`config.mk`:
```
export PLATFORM = sky130hd
export DESIGN_NAME = dec_acc_cpu
export DESIGN_NICKNAME = d
export VERILOG_FILES = /design/src/rtl/dacc_pkg.sv /design/src/rtl/dacc_mem.sv /design/src/rtl/dacc_alu.sv /design/src/rtl/dacc_seq.sv /design/src/rtl/dec_acc_cpu.sv
export SDC_FILE = /design/constraint.sdc
export NUM_CORES = 2
export LEC_CHECK = 0
export ABC_AREA = 1
export BUFFER_PORTS_ARGS = -buffer_cell sky130_fd_sc_hd__buf_4
export CORE_MARGIN = 2
export CORE_UTILIZATION = 50
export CTS_CLUSTER_SIZE = 8
export DETAILED_ROUTE_END_ITERATION = 6
export GPL_ROUTABILITY_DRIVEN = 0
export PLACE_DENSITY = 0.69
export SYNTH_ARGS = -nofsm -noshare
export SYNTH_HDL_FRONTEND = slang
export SYNTH_SLANG_ARGS = --single-unit
```
`constraint.sdc`:
```
create_clock -name clk -period 2.36 [get_ports clk]
set_clock_uncertainty 0.15 [all_clocks]
set_input_delay 0 -clock clk [delete_from_list [all_inputs] [get_ports clk]]
set_output_delay 0 -clock clk [all_outputs]
set_load 0.05 [all_outputs]
```
`src/rtl/dacc_pkg.sv`:
```
package dacc_pkg;
  localparam int MEM_WORDS = 100;
  localparam int ADDR_W    = $clog2(MEM_WORDS);
  localparam int DATA_W    = 10;
  localparam int WORD_MOD  = 1000;
  localparam int OP_SCALE  = 100;

  typedef logic [DATA_W-1:0] word_t;
  typedef logic [ADDR_W-1:0] addr_t;

  typedef enum logic [3:0] {
    ST_FADR = 4'd0,
    ST_FDEC = 4'd1,
    ST_OPND = 4'd2,
    ST_EXEC = 4'd3,
    ST_MFET = 4'd4,
    ST_MKEP = 4'd5,
    ST_MSRC = 4'd6,
    ST_MDST = 4'd7,
    ST_MWR  = 4'd8,
    ST_HALT = 4'd9
  } stage_e;

  localparam logic [3:0] OP_COPY = 4'd0;
  localparam logic [3:0] OP_ADD  = 4'd1;
  localparam logic [3:0] OP_SUB  = 4'd2;
  localparam logic [3:0] OP_STO  = 4'd3;
  localparam logic [3:0] OP_LDA  = 4'd5;
  localparam logic [3:0] OP_BRA  = 4'd6;
  localparam logic [3:0] OP_BRZ  = 4'd7;
  localparam logic [3:0] OP_BRP  = 4'd8;

  localparam addr_t LAST_ADR = addr_t'(MEM_WORDS - 1);

  function automatic logic [3:0] op_of(word_t w);
    return 4'(w / word_t'(OP_SCALE));
  endfunction

  function automatic addr_t adr_of(word_t w);
    return addr_t'(w % word_t'(OP_SCALE));
  endfunction
endpackage

```
`src/rtl/dacc_mem.sv`:
```
module dacc_mem #(
  parameter int DEPTH = 100,
  parameter int AW    = 7,
  parameter int DW    = 10
) (
  input  logic          clk,
  input  logic          we,
  input  logic [AW-1:0] waddr,
  input  logic [DW-1:0] wdata,
  input  logic [AW-1:0] raddr,
  output logic [DW-1:0] rdata
);
  logic [DW-1:0] cells [DEPTH];

  always_ff @(posedge clk) begin
    if (we) begin
      cells[waddr] <= wdata;
    end
  end

  assign rdata = cells[raddr];
endmodule

```
`src/rtl/dacc_alu.sv`:
```
module dacc_alu #(
  parameter int DW      = 10,
  parameter int MODULUS = 1000
) (
  input  logic [DW-1:0] a,
  input  logic [DW-1:0] b,
  input  logic          sub,
  output logic [DW-1:0] res,
  output logic          borrow
);
  localparam logic [DW:0] MOD_X = (DW+1)'(MODULUS);

  logic [DW:0] ax, bx, sum, dif;

  always_comb begin
    ax     = {1'b0, a};
    bx     = {1'b0, b};
    sum    = ax + bx;
    dif    = ax - bx;
    borrow = sub && (a < b);
    if (sub) begin
      res = borrow ? DW'(dif + MOD_X) : DW'(dif);
    end else begin
      res = (sum >= MOD_X) ? DW'(sum - MOD_X) : DW'(sum);
    end
  end
endmodule

```
`src/rtl/dacc_seq.sv`:
```
module dacc_seq
  import dacc_pkg::*;
(
  input  logic   clk,
  input  logic   rst_n,
  input  logic   en,
  input  word_t  mdr,
  input  word_t  ir,
  output stage_e stage
);
  stage_e st_q, st_d;
  logic [3:0] op_new, op_cur;
  logic       adr_new_zero;

  always_comb begin
    op_new       = op_of(mdr);
    adr_new_zero = (adr_of(mdr) == '0);
    op_cur       = op_of(ir);
    st_d         = st_q;
    case (st_q)
      ST_FADR: st_d = ST_FDEC;
      ST_FDEC: st_d = (op_new == OP_COPY && !adr_new_zero) ? ST_MFET : ST_OPND;
      ST_OPND: begin
        case (op_cur)
          OP_ADD, OP_SUB, OP_STO, OP_LDA: st_d = ST_EXEC;
          OP_COPY:                        st_d = ST_HALT;
          default:                        st_d = ST_FADR;
        endcase
      end
      ST_EXEC: st_d = ST_FADR;
      ST_MFET: st_d = ST_MKEP;
      ST_MKEP: st_d = ST_MSRC;
      ST_MSRC: st_d = ST_MDST;
      ST_MDST: st_d = ST_MWR;
      ST_MWR:  st_d = ST_FADR;
      ST_HALT: st_d = ST_HALT;
      default: st_d = ST_FADR;
    endcase
  end

  always_ff @(posedge clk or negedge rst_n) begin
    if (!rst_n) begin
      st_q <= ST_FADR;
    end else if (en) begin
      st_q <= st_d;
    end
  end

  assign stage = st_q;
endmodule

```
`src/rtl/dec_acc_cpu.sv`:
```
module dec_acc_cpu
  import dacc_pkg::*;
(
  input  logic              clk,
  input  logic              rst_n,
  input  logic              run,
  input  logic              pre_we,
  input  logic [ADDR_W-1:0] pre_addr,
  input  logic [DATA_W-1:0] pre_data,
  output logic              halted,
  output logic [3:0]        dbg_stage,
  output logic [ADDR_W-1:0] dbg_pc,
  output logic [ADDR_W-1:0] dbg_mar,
  output logic [DATA_W-1:0] dbg_mdr,
  output logic [DATA_W-1:0] dbg_ir,
  output logic [DATA_W-1:0] dbg_acc,
  output logic              dbg_neg
);
  // reset: asserted at once, released after two clock edges
  logic [1:0] rst_sync_q;
  logic       rst_core_n;

  always_ff @(posedge clk or negedge rst_n) begin
    if (!rst_n) begin
      rst_sync_q <= 2'b00;
    end else begin
      rst_sync_q <= {rst_sync_q[0], 1'b1};
    end
  end
  assign rst_core_n = rst_sync_q[1];

  stage_e stage;
  logic   step_en;

  addr_t pc_q, pc_d, mar_q, mar_d, lo_q, lo_d, rd_addr, pc_inc, adr_ir;
  word_t mdr_q, mdr_d, ir_q, ir_d, acc_q, acc_d, rd_data, alu_res;
  logic  neg_q, neg_d, core_we, alu_sub, alu_borrow, mem_we;
  logic [3:0] op_ir;
  addr_t mem_waddr;
  word_t mem_wdata;

  assign step_en = run && (stage != ST_HALT);

  dacc_seq u_seq (
    .clk   (clk),
    .rst_n (rst_core_n),
    .en    (step_en),
    .mdr   (mdr_q),
    .ir    (ir_q),
    .stage (stage)
  );

  assign mem_we    = pre_we || (step_en && core_we);
  assign mem_waddr = pre_we ? pre_addr : mar_q;
  assign mem_wdata = pre_we ? pre_data : mdr_q;

  dacc_mem #(
    .DEPTH (MEM_WORDS),
    .AW    (ADDR_W),
    .DW    (DATA_W)
  ) u_mem (
    .clk   (clk),
    .we    (mem_we),
    .waddr (mem_waddr),
    .wdata (mem_wdata),
    .raddr (rd_addr),
    .rdata (rd_data)
  );

  dacc_alu #(
    .DW      (DATA_W),
    .MODULUS (WORD_MOD)
  ) u_alu (
    .a      (acc_q),
    .b      (mdr_q),
    .sub    (alu_sub),
    .res    (alu_res),
    .borrow (alu_borrow)
  );

  assign op_ir   = op_of(ir_q);
  assign adr_ir  = adr_of(ir_q);
  assign pc_inc  = (pc_q == LAST_ADR) ? '0 : pc_q + addr_t'(1);
  assign alu_sub = (op_ir == OP_SUB);

  // register-transfer groups, one per stage
  always_comb begin
    pc_d    = pc_q;
    mar_d   = mar_q;
    mdr_d   = mdr_q;
    ir_d    = ir_q;
    lo_d    = lo_q;
    acc_d   = acc_q;
    neg_d   = neg_q;
    rd_addr = pc_q;
    core_we = 1'b0;
    case (stage)
      ST_FADR, ST_MFET: begin
        rd_addr = pc_q;
        mar_d   = pc_q;
        mdr_d   = rd_data;
      end
      ST_FDEC: begin
        ir_d = mdr_q;
        pc_d = pc_inc;
      end
      ST_OPND: begin
        case (op_ir)
          OP_ADD, OP_SUB, OP_LDA: begin
            rd_addr = adr_ir;
            mar_d   = adr_ir;
            mdr_d   = rd_data;
          end
          OP_STO: begin
            mar_d = adr_ir;
            mdr_d = acc_q;
          end
          OP_BRA: pc_d = adr_ir;
          OP_BRZ: if (acc_q == '0) pc_d = adr_ir;
          OP_BRP: if (!neg_q) pc_d = adr_ir;
          default: ;
        endcase
      end
      ST_EXEC: begin
        case (op_ir)
          OP_ADD, OP_SUB: begin
            acc_d = alu_res;
            neg_d = alu_borrow;
          end
          OP_LDA: begin
            acc_d = mdr_q;
            neg_d = 1'b0;
          end
          OP_STO: core_we = 1'b1;
          default: ;
        endcase
      end
      ST_MKEP: begin
        lo_d = adr_of(mdr_q);
        pc_d = pc_inc;
      end
      ST_MSRC: begin
        rd_addr = adr_ir;
        mar_d   = adr_ir;
        mdr_d   = rd_data;
      end
      ST_MDST: mar_d = lo_q;
      ST_MWR:  core_we = 1'b1;
      default: ;
    endcase
  end

  always_ff @(posedge clk or negedge rst_core_n) begin
    if (!rst_core_n) begin
      pc_q  <= '0;
      mar_q <= '0;
      mdr_q <= '0;
      ir_q  <= '0;
      lo_q  <= '0;
      acc_q <= '0;
      neg_q <= 1'b0;
    end else if (step_en) begin
      pc_q  <= pc_d;
      mar_q <= mar_d;
      mdr_q <= mdr_d;
      ir_q  <= ir_d;
      lo_q  <= lo_d;
      acc_q <= acc_d;
      neg_q <= neg_d;
    end
  end

  assign halted    = (stage == ST_HALT);
  assign dbg_stage = stage;
  assign dbg_pc    = pc_q;
  assign dbg_mar   = mar_q;
  assign dbg_mdr   = mdr_q;
  assign dbg_ir    = ir_q;
  assign dbg_acc   = acc_q;
  assign dbg_neg   = neg_q;
endmodule

```
## After elaboration in Yosys (flattened, before gate mapping)

Memories as Yosys holds them, arrays and structs flattened.
Index checks and enable logic that the tools add are counted.

| cells by class | value |
|---|---|
| add/sub/neg operators | 5 |
| div/mod/pow operators | 4 |
| $lt $le $gt $ge | 2 |
| equal/unequal tests | 23 |
| multiplexer cells | 25 |
| reductions and logical operators | 27 |

Operators by type and width:

| cell | count |
|---|---|
| $pmux 10 s2 | 3 |
| $mux 7 | 6 |
| $mux 10 | 4 |
| $pmux 4 s8 | 1 |
| $eq 4x3->1 const B | 7 |
| $pmux 7 s2 | 2 |
| $pmux 7 s4 | 1 |
| $pmux 7 s3 | 1 |
| $div 10x7->10 const B | 2 |
| $mod 10x7->10 const B | 2 |
| $eq 4x2->1 const B | 4 |
| $eq 4x4->1 const B | 3 |
| $logic_not 4->1 | 3 |
| $add 10x10->11 | 1 |
| $ge 11x10->1 const B | 1 |
| $add 10x10->10 const B | 1 |
| $logic_not 10->1 | 1 |
| $lt 10x10->1 | 1 |
| $sub 10x10->10 | 1 |
| $sub 10x10->10 const B | 1 |
| $reduce_and 3->1 | 3 |
| $eq 4x1->1 const B | 2 |
| $ne 4x4->1 const B | 2 |
| $pmux 4 s2 | 1 |
| other kinds (19) | 32 |

| storage, ports and cells | value |
|---|---|
| flip-flop bits (word level) | 58 |
| memory bits (writable) | 1000 |
| input port bits | 21 |
| output and inout bits | 50 |
| logic and storage cells | 96 |
| memories | 1 |

Memory list:

| name | depth | width | read ports | clocked after Yosys merged registers in | wr ports | line | text |
|---|---|---|---|---|---|---|---|
| u_mem.cells | 100 | 10 | 1 | 0 | 1 | dacc_mem.sv:13 | `logic [DW-1:0] cells [DEPTH];` |

## Depth between registers and ports, before layout

| depth | value |
|---|---|
| depth after elaboration | 8 |
| depth in mapped cells | 39 |
| gate-level depth less buffers | 36 |

## Hierarchy

A second synthesis with hierarchy kept.

| second synthesis, totals | value |
|---|---|
| cell total of the unflattened synthesis | 4718 |
| area total of the unflattened synthesis | 47719.5 sq um |

By module, submodules not included:

| module | instances | cells an instance | area an instance (sq um) | seq. area each (sq um) |
|---|---|---|---|---|
| dacc_mem | 1 | 3556 | 40911.7 | 30028.8 |
| dec_acc_cpu | 1 | 700 | 4254.1 | 1351.3 |
| dacc_alu | 1 | 311 | 1696.6 | 0.0 |
| dacc_seq | 1 | 151 | 857.1 | 100.1 |

## Worst setup path after synthesis

Ideal clock, no wire load.

| timing path | value |
|---|---|
| path type | flip-flop to flip-flop |
| start point | register mdr_q[1] (netlist: dbg_mdr[1]) |
| end point | memory u_mem.cells[0][1] (data pin) |
| setup time | 0.982 ns |
| arrival time | 4.892 ns |
| required time | 1.228 ns |
| path slack | -3.664 ns |
| stages on the path, launching flop included | 3 |
| buffers on the path | 0 |
| period minus slack after synthesis | 6.024 ns |
| cells stage by stage | dfrtp_1 inv_1 o21ai_0 |

| on the way | value |
|---|---|
| cells in the longest elaborated chain, start to end | 1 |

Ends and longest elaborated chain:

| what | line | text |
|---|---|---|
| start, declared | dec_acc_cpu.sv:36 | `word_t mdr_q, mdr_d, ir_q, ir_d, acc_q, acc_d, rd_data, alu_res;` |
| start signal, assigned | dec_acc_cpu.sv:165 | `mdr_q <= mdr_d;` |
| $mux 10 | dec_acc_cpu.sv:55 | `assign mem_wdata = pre_we ? pre_data : mdr_q;` |
| net mem_wdata[1] | dec_acc_cpu.sv:40 | `word_t mem_wdata;` |
| end, declared | dacc_mem.sv:13 |  |

The timed path passes the listed nets, and every way through them passes these cells.

## Final worst setup path

| timing path | value |
|---|---|
| start point | register ir_q[6] (netlist: dbg_ir[6]) |
| end point | register mdr_q[3] (netlist: dbg_mdr[3]) |

| on the way | value |
|---|---|
| cells in the longest elaborated chain, start to end | 8 |
| elaborated cells between the ends (all ways) | 14 |
| those cells by class | div (2); eq/ne (5); mux (4); reduce/logical (2); memory (1) |

Ends and longest elaborated chain:

| what | line | text |
|---|---|---|
| start, declared | dec_acc_cpu.sv:36 |  |
| start signal, assigned | dec_acc_cpu.sv:166 | `ir_q <= ir_d;` |
| $div 10x7->10 | dacc_pkg.sv:36 | `return 4'(w / word_t'(OP_SCALE));` |
| $eq 4x1->1, or another cell as far along | dec_acc_cpu.sv:108 | `case (op_ir)` |
| $reduce_or 3->1 | -- |  |
| $mux 7 | dec_acc_cpu.sv:108 |  |
| $pmux 7 s2 | dec_acc_cpu.sv:97 | `case (stage)` |
| $mem_v2 100x10 | -- |  |
| $pmux 10 s2 | dec_acc_cpu.sv:108 |  |
| $pmux 10 s2 | dec_acc_cpu.sv:97 |  |

Parallel ways exist; a longest one is shown, timed or not.
A chain may end at the register's enable or synchronous reset.

==> summary.md <==
The run finished, with violations left. The checks that failed: DRC, setup timing. The logs give 4739 for the total nets after synthesis and 48900 µm² for the total standard cell area after synthesis. The post-route netlist has 27.3% of its cells at a drive strength greater than 1.

STA puts the critical path data arrival time at 4.89 ns. Headroom to the max-slew limit came out at 16.6%. The tools report the portion of the post-synthesis area used by sequential elements as 64.3%. The logs give 5482 for the total number of nets in the final design and 163000 µm for the total detailed-routing wirelength. For the final number of hold-violating endpoints, the log shows 0.

On the worst path, the slowest cell contributes a delay of 0.48 ns. Synthesized flop and latch total: 1058. The tools report the required arrival time at the worst endpoint as 2.85 ns.

The tools report the DRC violation count after routing as 1. In this run, CTS created clock tree buffers numbering 151. The kind of capture point of the worst setup path is a register. Clock share of power: 18.3%. Of all nets on the critical path, the largest fanout is 8. For the instance count of the mapped netlist, the log shows 4693. The die covers 100000 µm². Using the TritonRoute via totals, the vias-per-cell ratio works out to 5.86.

In this design, the largest share of critical-path delay is due to simple AND/OR/NAND/NOR gates. The tools report the setup slack after layout as -2.03 ns. For this block, the via count after detailed routing is 39600. The die width came out at 317 µm. The clock-pin slew of the registers on the worst-case setup and hold paths was 0.05 ns; the placement row count was 114. For the clock sink count, the log shows 1058. The overall power after layout is 109000 µW, and the count of final max-slew check failures is 0. Summed over all layers, the global routing overflow is 0.

The die height is 317 µm. The run gives 71 as the I/O pin total. The final HPWL from detailed placement is 94900 µm. The post-route fraction of the period consumed by the critical path came out at 186%. The wire length of the first global-routing pass is 233000 µm.

The run gives -1479.67 ns as the setup TNS after final layout. TritonCTS built the clock tree. Fill cells in the final layout number 6451. In this run the number of H-tree levels came out at 4. The kind of start point of the critical path was a register. The switching power summed over all nets came out at 48400 µW.

From synthesis to final layout, the design area changed by 35.3%. For this design the static power due to leakage is 0.0268 µW. The total area inside the core boundary comes to 96900 µm². The number of global-route vias before repair is 38100, and the total power per unit cell area is 1640 nW/µm². The slew at the pin closest to its max-slew limit is 1.25 ns. Of all flip-flops after synthesis, the portion carrying an async set or reset was 5.48%. The count of buffers added on input and output ports is 70. Among the stages of the critical path, the cell type that occurs most often is nand2_4.

Registers are responsible for 20.9% of the overall power. The first routing iteration left 5494 violations. Counting distinct cell types in the post-synthesis netlist gives 57. Setup violations remaining at the end of the flow were counted as 1132. Buffering stage count on the worst path with inverters included: 6.

The logs give 50.5% for the initial cell density of the core and 0 for the number of synthesis warnings. Averaged over all synthesized cells, the footprint is 10.4 µm². The overall fraction of global-route tracks in use is 31.2%. The predominant post-synthesis flop cell is edfxtp_1. The clock latency at the later pin of the worst-skew pair is 0.76 ns, and the maximum vdd drop is 2.00 mV.

The run gives 60.8% as the combinational share of power. Setup repair after global routing could not meet its margin everywhere. The finished layout holds 6768 standard cells, fillers aside.

The cell count of the worst reg-to-reg path came out at 36. The root buffer cell chosen for the clock tree is clkbuf_16. Antenna diode count: 0. The worst setup slack before clock tree synthesis is -2.07 ns. The source of the worst register-to-register timing path is dbg_ir[6].

The mean routed wirelength per cell was 24.0 µm; the count of flip-flops with a built-in enable after synthesis was 1000. The critical-path cell with the highest stage delay is dfrtp_2. The tools report the worst-case clock buffer depth as 3. Including well taps, the total number of placed cells is 6406. Entering global routing, the biggest net connects 101 pins.

The internal power contribution is 60400 µW. In this run the worst hold path is classified as reg -> async. Max-cap violations in this run came to 0. The setup path with the least slack is of type reg -> reg. The run gives 2 as the number of antenna violations at the first check in global routing. Across all hold checks on the routed design, the worst slack comes to 0.106 ns. The smallest clock period supported by the final layout is computed as 4.39 ns. Net switching is 44.5% of the power.

Summing all multi-input logic gate instances after layout gives 16400 µm². Number of iterations in the first detailed-routing pass: 7. Across the whole layout, storage elements account for 31500 µm². For this run, the top clock speed supported by timing is 228 MHz. The detail route stage leaves a number of antenna-violating nets equal to 0.

The endpoint identified for the worst register-to-register timing path is dbg_mdr[3]. The tools report the worst setup slack for register-to-register paths as -2.03 ns.
## final cells by class
class | count | share of cell area [%]
well taps | 1276 | 2.41
clock inverters | 13 | 0.350
inverters | 609 | 3.52
multi-input cells | 2758 | 24.8
repair inverters | 1 | 0.0246
flip-flops and latches | 1058 | 47.6
clock buffers | 196 | 6.10
repair buffers | 857 | 15.2
## metal layers
layer  up-vias  global-route usage (%)  share of wire, %
met3       499                    5.99                10
li1      17500                       -                 -
met4         4                    16.1               5.4
met1     19200                    40.9                37
met2      2485                    49.8                47
met5         -                       0             0.014
## power by group through the flow
stage / logic [µW] / clock network [µW] / registers [µW]
3_5_place_dp: 53000 / 0 / 23000
5_1_grt: 69300 / 20800 / 22800
3_3_place_gp: 52200 / 0 / 23000
2_1_floorplan: 28100 / 0 / 24400
4_1_cts: 60100 / 19900 / 22700
6_report: 66100 / 19900 / 22800
## worst max-delay path by stage
stage | slack [ns] | start | endpoint | depth (start not counted)
global route | -2.20 | dbg_ir[6] | dbg_mdr[3] | 39
CTS | -1.84 | dbg_ir[6] | dbg_mdr[3] | 34
global placement | -1.98 | dbg_ir[6] | dbg_mdr[3] | 32
detailed placement | -2.07 | dbg_ir[6] | dbg_mdr[6] | 32
floorplan | -1.42 | dbg_acc[1] | dbg_acc[8] | 17
finish | -2.03 | dbg_ir[6] | dbg_mdr[3] | 36
## kinds of logic (layout without fill, tap and decap cells)
kind of cell / after synthesis / count (layout) / share of synthesized area [%]
simple gates: 2397 / 2403 / 23.0
flops: 1058 / 1058 / 64.3
buf+inv: 883 / 1676 / 7.46
compound gates: 291 / 291 / 3.77
xor+xnor: 38 / 38 / 0.711
fa+ha+maj: 25 / 25 / 0.670
other cells: 1 / 1 / 0.00766
## stage by stage
| step | utilization, % | instance area [µm²] |
|---|---|---|
| after floorplan | - | 50100 |
| after global placement | 59.6 | 57700 |
| after detailed placement | 59.6 | 57700 |
| after CTS | 67.0 | 64900 |
| after global routing | 68.4 | 66200 |
| final | 68.4 | 66200 |
## cells in the final DEF (no fill, tap or decap), types with 17 or more instances in the layout
| cell type | synthesis | routed |
|---|---|---|
| a21oi_1 | 68 | 55 |
| buf_12 | 0 | 187 |
| buf_16 | 0 | 26 |
| buf_4 | 22 | 522 |
| buf_6 | 7 | 80 |
| clkbuf_1 | 88 | 40 |
| clkbuf_16 | 0 | 171 |
| dfrtp_1 | 58 | 42 |
| edfxtp_1 | 1000 | 1000 |
| ha_1 | 23 | 19 |
| inv_1 | 584 | 571 |
| inv_2 | 16 | 26 |
| nand2_1 | 1025 | 973 |
| nand2_2 | 11 | 46 |
| nand2_4 | 5 | 17 |
| nand3_1 | 856 | 687 |
| nand3_2 | 9 | 149 |
| nand3_4 | 0 | 29 |
| nand3b_1 | 252 | 252 |
| nor2_1 | 188 | 86 |
| nor2_4 | 2 | 94 |
| o211ai_1 | 75 | 75 |
| o21ai_0 | 62 | 46 |
| o21ai_1 | 22 | 26 |
| xor2_1 | 28 | 26 |
## synth_stat cells, types with 16 or more instances
library cell | number | area [µm²]
dfrtp_1 | 58 | 1450
edfxtp_1 | 1000 | 30000
a21oi_1 | 68 | 340
inv_2 | 16 | 60.1
o21ai_0 | 62 | 310
o21ai_1 | 22 | 110
inv_1 | 584 | 2190
nand2_1 | 1025 | 3850
o211ai_1 | 75 | 563
buf_2 | 153 | 766
nor2_1 | 188 | 706
buf_4 | 22 | 165
ha_1 | 23 | 288
nand3_1 | 856 | 4280
nand3b_1 | 252 | 1890
xor2_1 | 28 | 245
clkbuf_1 | 88 | 330
## registers in the layout, summed over array words and instances (netlist names)
register     count
u_mem.cells   1000
dbg_acc         10
dbg_ir          10
dbg_mdr         10
dbg_mar          7
dbg_pc           7
lo_q             7
u_seq.stage      4
rst_sync_q       2
dbg_neg          1
## worst reg2reg max path: cells and delay by family (launching register included)
kind	cells	cell delay, ns
simple gates	30	2.80
buf+inv	6	0.87
flops	1	0.48
## repair_timing
action                                  in CTS  in global routing
hold endpoints to repair                   843                  0
pin swaps                                   77                 86
buffers inserted                            85                 10
resized for setup                          303                196
hold buffers                                14                  0
cloned                                      32                 20
endpoints found under the setup margin    1044               1144
Note: power is estimated with default switching activity, not from simulation.
